===== config.mk =====
export PLATFORM = sky130hd
export DESIGN_NAME = tmr_irq_status_unit
export DESIGN_NICKNAME = d
export VERILOG_FILES = /design/src/rtl/tmr_irq_pkg.sv /design/src/rtl/tmr_irq_chan.sv /design/src/rtl/tmr_irq_ctrl.sv /design/src/rtl/tmr_irq_status_unit.sv
export SDC_FILE = /design/constraint.sdc
export NUM_CORES = 1
export LEC_CHECK = 0
export BUFFER_PORTS_ARGS = -buffer_cell sky130_fd_sc_hd__buf_2
export CAP_MARGIN = 0
export CORE_MARGIN = 2
export CORE_UTILIZATION = 51
export DETAILED_ROUTE_END_ITERATION = 7
export PLACE_DENSITY = 0.79
export SKIP_LAST_GASP = 1
export SLEW_MARGIN = 10
export SYNTH_ARGS = -nofsm -noshare
export SYNTH_HDL_FRONTEND = slang
export SYNTH_SLANG_ARGS = --single-unit
export TNS_END_PERCENT = 10

===== constraint.sdc =====
create_clock -name clk -period 1.5 [get_ports clk]
set_input_delay 0.075 -clock clk [delete_from_list [all_inputs] [get_ports clk]]
set_output_delay 0.075 -clock clk [all_outputs]
set_load 0.005 [all_outputs]

===== src/rtl/tmr_irq_pkg.sv =====
package tmr_irq_pkg;
    parameter int NUM_CH  = 8;
    parameter int DATA_W  = 32;
    parameter int ADDR_W  = 8;

    localparam logic [ADDR_W-1:0] OFS_CTRL   = 8'h30;
    localparam logic [ADDR_W-1:0] OFS_STATUS = 8'h34;
    localparam logic [ADDR_W-1:0] OFS_INERT  = 8'h38;
    localparam logic [ADDR_W-1:0] OFS_CCLR   = 8'h3C;

    typedef struct packed {
        logic wr_ctrl;
        logic wr_status;
        logic wr_cclr;
        logic rd_ctrl;
        logic rd_status;
    } bus_op_t;

    function automatic bus_op_t decode_op(input logic wr, input logic rd,
                                          input logic [ADDR_W-1:0] addr);
        bus_op_t op;
        op.wr_ctrl   = wr && (addr == OFS_CTRL);
        op.wr_status = wr && (addr == OFS_STATUS);
        op.wr_cclr   = wr && (addr == OFS_CCLR);
        op.rd_ctrl   = rd && (addr == OFS_CTRL);
        op.rd_status = rd && (addr == OFS_STATUS);
        return op;
    endfunction
endpackage


===== src/rtl/tmr_irq_chan.sv =====
module tmr_irq_chan (
    input  logic clk,
    input  logic rst,
    input  logic expire,
    input  logic status_wr,
    input  logic keep_bit,
    output logic level,
    output logic sticky
);
    always_ff @(posedge clk) begin
        if (rst) begin
            level  <= 1'b0;
            sticky <= 1'b0;
        end else begin
            if (expire)
                level <= ~level;
            if (expire)
                sticky <= 1'b1;
            else if (status_wr)
                sticky <= sticky & keep_bit;
        end
    end

    AST_LEVEL_TOGGLES: assert property (@(posedge clk) disable iff (rst)
        expire |=> (level != $past(level)));
    AST_LEVEL_HOLDS: assert property (@(posedge clk) disable iff (rst)
        !expire |=> $stable(level));
    AST_STICKY_KEPT: assert property (@(posedge clk) disable iff (rst)
        (sticky && !status_wr) |=> sticky);
    AST_SET_BEATS_CLEAR: assert property (@(posedge clk) disable iff (rst)
        expire |=> sticky);
endmodule


===== src/rtl/tmr_irq_ctrl.sv =====
module tmr_irq_ctrl
    import tmr_irq_pkg::*;
(
    input  logic              clk,
    input  logic              rst,
    input  logic              load,
    input  logic              clear,
    input  logic [DATA_W-1:0] wdata,
    output logic [DATA_W-1:0] ctrl_q
);
    always_ff @(posedge clk) begin
        if (rst)
            ctrl_q <= '0;
        else if (load)
            ctrl_q <= wdata;
        else if (clear)
            ctrl_q <= ctrl_q & ~wdata;
    end

    AST_CLEAR_ALIAS: assert property (@(posedge clk) disable iff (rst)
        clear |=> ((ctrl_q & $past(wdata)) == '0));
    AST_CTRL_HOLD: assert property (@(posedge clk) disable iff (rst)
        (!load && !clear) |=> $stable(ctrl_q));
endmodule


===== src/rtl/tmr_irq_status_unit.sv =====
module tmr_irq_status_unit
    import tmr_irq_pkg::*;
(
    input  logic              clk,
    input  logic              rst,
    input  logic [NUM_CH-1:0] expire_pulse,
    input  logic              bus_wr,
    input  logic              bus_rd,
    input  logic [ADDR_W-1:0] bus_addr,
    input  logic [DATA_W-1:0] bus_wdata,
    output logic [DATA_W-1:0] bus_rdata,
    output logic [NUM_CH-1:0] irq_level,
    output logic [DATA_W-1:0] ctrl_word
);
    bus_op_t           op;
    logic [NUM_CH-1:0] status_bits;
    logic [DATA_W-1:0] rd_mux;

    assign op = decode_op(bus_wr, bus_rd, bus_addr);

    for (genvar ch = 0; ch < NUM_CH; ch++) begin : g_chan
        tmr_irq_chan u_chan (
            .clk       (clk),
            .rst       (rst),
            .expire    (expire_pulse[ch]),
            .status_wr (op.wr_status),
            .keep_bit  (bus_wdata[ch]),
            .level     (irq_level[ch]),
            .sticky    (status_bits[ch])
        );
    end

    tmr_irq_ctrl u_ctrl (
        .clk    (clk),
        .rst    (rst),
        .load   (op.wr_ctrl),
        .clear  (op.wr_cclr),
        .wdata  (bus_wdata),
        .ctrl_q (ctrl_word)
    );

    always_comb begin
        rd_mux = '0;
        if (op.rd_ctrl)
            rd_mux = ctrl_word;
        else if (op.rd_status)
            rd_mux[NUM_CH-1:0] = status_bits;
    end

    always_ff @(posedge clk) begin
        if (rst)
            bus_rdata <= '0;
        else
            bus_rdata <= rd_mux;
    end

    AST_STATUS_UPPER_ZERO: assert property (@(posedge clk) disable iff (rst)
        (bus_rd && bus_addr == OFS_STATUS) |=> (bus_rdata[DATA_W-1:NUM_CH] == '0));
    AST_INERT_READ_ZERO: assert property (@(posedge clk) disable iff (rst)
        (bus_rd && bus_addr != OFS_STATUS && bus_addr != OFS_CTRL) |=> (bus_rdata == '0));
    AST_STATUS_ONLY_FALLS_ON_WRITE: assert property (@(posedge clk) disable iff (rst)
        !(bus_wr && bus_addr == OFS_STATUS) |=> ((status_bits & $past(status_bits)) == $past(status_bits)));
endmodule


==> summary by stage <==
Timing
The total negative slack is 0 ps. The slew of the pin with the lowest slew margin is 476.2 ps. The worst slew margin relative to its limit is 0.6825. Setup violations remaining at the end of the flow were counted as 0.

In the finished design, the share of the clock period the worst path needs comes to 0.6920. Timing would allow up to 963.4 MHz. The total count of max-transition violations in the final report is 0. Setup repair after global routing left no endpoint under its margin. In the post-route analysis, the smallest setup slack over all paths is 462.0 ps.

The count of endpoints failing hold in the final timing report is 0. The clock skew is 9.616 ps. The worst path needs 1038 ps of the cycle, external delays included.

Global route
The largest net degree at the start of global routing is 42. The number of antenna violations at the first check in global routing is 0. Across every metal layer, demand over resource in global routing totals 0.2526. Summed over all layers, the global routing overflow is 0. The via count of the first global-routing pass was 3665. The wire length of the first global-routing pass is 17.39 mm.

Worst hold path
The tightest min-delay check is of the in2reg type. The hold-critical path depth is 3. The worst hold path startpoint is expire_pulse[3].

CTS
The tree is rooted in a clkbuf_8. The clock latency at the later pin of the worst-skew pair is 350 ps. Buffers added to address setup during post-CTS repair amount to 0.

The tree built by TritonCTS fans out to 80 sinks. Clock-pin slew was measured on the worst setup and hold paths at 80 ps. In this run, post-CTS hold repair placed 0 buffers. The post-cts sizing count is 0. The number of H-tree branching levels is 3. TritonCTS created 9 clock buffers. No sink is reached through more buffers than the 2 on the longest clock path. The CTS tree is yes.

Status
The run finished with clean final reports.

Power and ir drop
Across the VDD grid, the largest voltage drop is 0.4688 mV. For this design the ratio of total power to cell area is 895.1 nW/um^2. In this run the static leakage power is 1.982 nW.

Detailed routing
In the final routing, the length of wire on met1 measures 4.574 mm. The number of routed nets with antenna violations is 0. In this run, the number of DRC markers left after iteration 0 of detailed routing was 207. The overall via count from detail_route is 3738. In the detailed route, the total length drawn on met3 is 698 microns. The routed design has 10.62 mm of wire.

The average wire per standard cell is 16.99 microns. The average via count per standard cell is 5.981. The pre-antenna-repair detailed-routing pass consisted of 4 iterations. The highest routing layer actually used is met4. The DRC violation count after routing is 0. Summed over all nets, wire length on met2 after detailed routing comes to 5.131 mm.

Setup path
Counting both buffers and inverters, the worst setup path holds a total of 0. Data on the critical path arrives at its endpoint at 1270 ps. The critical path startpoint is u_ctrl.ctrl_q[6]$_SDFFE_PP0P_.

The endpoint class of the critical path is a register. The standard cell with the maximum stage delay on the critical path is dfxtp_1. Traced cell by cell, the critical path runs through o31ai_1, a2111oi_1. The startpoint of the most critical register-to-register path is u_ctrl.ctrl_q[6]$_SDFFE_PP0P_. STA classifies the critical path startpoint as a register. For the worst flop-to-flop path, the logic depth is 2. Of all nets on the critical path, the largest fanout is 4. The cell type group with the largest total delay on the critical path is compound AO/OA/AOI/OAI gates. At the worst endpoint, the required time is 1730 ps. The number of gates on the worst path with buffers counted is 2.

For this run, the slowest stage of the critical path takes 410 ps. The startpoint-to-endpoint class of the critical path is reg2reg.

Synthesis
The mapped netlist covers 3880 sq um. The number of warnings issued by yosys is 0. The post-synthesis sequential element count is 80. The cell count after synthesis came out at 420. The flip-flop cell with the highest count after synthesis is dfxtp_1. In this run, synthesis inferred 0 flip-flops with an integrated enable. The average cell area after synthesis is 9.238 sq um. Counting every net in the synthesized netlist gives 472. After synthesis, the share of flip-flops with an asynchronous set or reset is 0. The proportion of synthesized chip area in sequential cells is 0.4128.

The number of distinct library cell variants in the gate-level netlist after synthesis is 30.

Placement
The standard cell area after detailed placement is 4573 sq um. The placed wire-length estimate after detailed placement is 7.009 mm. The cell count after placement is 609. The pre-CTS worst setup slack is 131.6 ps.

The count of buffers added on input and output ports is 123. Routability-driven placement finished with a final weighted congestion of 0.7917.

Run
The number of max-cap violations is 0.

Floorplanning
The core region is 7292 sq um. The number of rows created at floorplan is 31. The floorplan step set the die width to 91.22 microns. The floorplan step set the die height to 91.22 microns. The number of primary I/O pins is 124.

The floorplan die area is 8321 sq um. For this configuration, the core starts out at a cell density of 0.5321.

Final layout
The post-route standard cell area excluding fillers is 4771 sq um. The number of inserted filler cells in the final layout is 628. The final layout contains 573 nets.

The share of layout cells above drive strength 1 is 0.3346. The layout-stage area growth over the synthesis result is 22.96%. The antenna cell count is 0. The non-filler instance count after layout is 625.
-- metal layers --
metal / up-vias / GRT usage
met4: 0 / 0.1149
met1: 1789 / 0.3344
li1: 1753 / -
met3: 23 / 0.03900
met5: - / 0
met2: 173 / 0.4062
-- power by group --
part / switching (mW) / internal [mW] / leakage (nW)
Sequential: 0.0240 / 2.16 / 0.649
Clock: 0.800 / 0.813 / 0.0993
Combinational: 0.281 / 0.191 / 1.23
Total: 1.10 / 3.17 / 1.98
-- worst paths after layout --
check,end,slack (ps)
worst max-delay path,u_ctrl.ctrl_q[6]$_SDFFE_PP0P_,460
worst min-delay path,g_chan[3].u_chan.level$_SDFFE_PP0P_,10
worst max register to register,u_ctrl.ctrl_q[6]$_SDFFE_PP0P_,460
worst min register to register,g_chan[0].u_chan.sticky$_SDFFE_PP0P_,490
-- cell families (layout without fill, tap and decap cells) --
kind of cell	count (synthesis)	in the layout	share of synthesized area
flops	80	80	0.4128
mux	8	8	0.02064
compound gates	104	104	0.2296
simple gates	128	128	0.2086
buf+inv	92	198	0.1103
xor+xnor	8	8	0.01806
-- placed cells by master, fill, tap and decap left out, types with 2 or more instances in the layout --
master,count
nor3_1,8
clkbuf_8,10
xnor2_1,8
a211oi_1,8
buf_2,123
a2111oi_0,6
mux2i_1,8
inv_1,36
and2_1,24
o41ai_1,2
a221oi_1,2
clkinv_2,2
nor2_1,54
or2_2,2
a41oi_1,30
o31ai_1,32
nor4b_2,10
buf_4,19
dfxtp_1,80
nor4b_1,20
buf_12,4
a2111oi_1,24
-- synthesized netlist by cell type (all sizes together) (2+ instances only) --
master   instances  share of area
a2111oi         30          0.075
a211oi           8          0.015
a221oi           2         0.0045
a41oi           30          0.068
and2            24          0.039
buf             34          0.054
clkbuf          22          0.021
dfxtp           80           0.41
inv             36          0.035
mux2i            8          0.021
nand4bb          2         0.0058
nor2            55          0.053
nor3             8          0.010
nor4b           30          0.084
o31ai           32          0.062
o41ai            2         0.0045
or2              2         0.0032
xnor2            8          0.018
-- tightest hold or removal path: cells and delay by family --
kind | cells | cell delay, ps
AND/OR/NAND/NOR | 1 | 70
XOR/XNOR | 1 | 60
buffers and inverters | 1 | 110
-- area by class of cell --
type	instances	area, sq um	area share
clock buffer	11	141.4	0.02964
clock inverter	5	56.30	0.01180
inverter	36	135.1	0.02832
multi-input combinational	248	1874	0.3929
sequential	80	1602	0.3357
tap	99	123.9	0.02596
timing repair buffer	146	838.3	0.1757
-- flip-flops by register name (all words and copies together) (netlist names) --
signal	cells
u_ctrl.ctrl_q	32
bus_rdata	32
g_chan.u_chan.level	8
g_chan.u_chan.sticky	8
-- per-stage QoR --
stage          utilization  power [mW]  hold WS [ps]
3_3_place_gp        0.6271       2.687         350.3
5_1_grt             0.6543       4.423         24.06
3_5_place_dp        0.6271       2.699         360.9
4_1_cts             0.6543       4.286        0.1230
6_report            0.6543       4.271         9.969
2_1_floorplan            -       2.526         211.8
(Power assumes the default switching activity.)
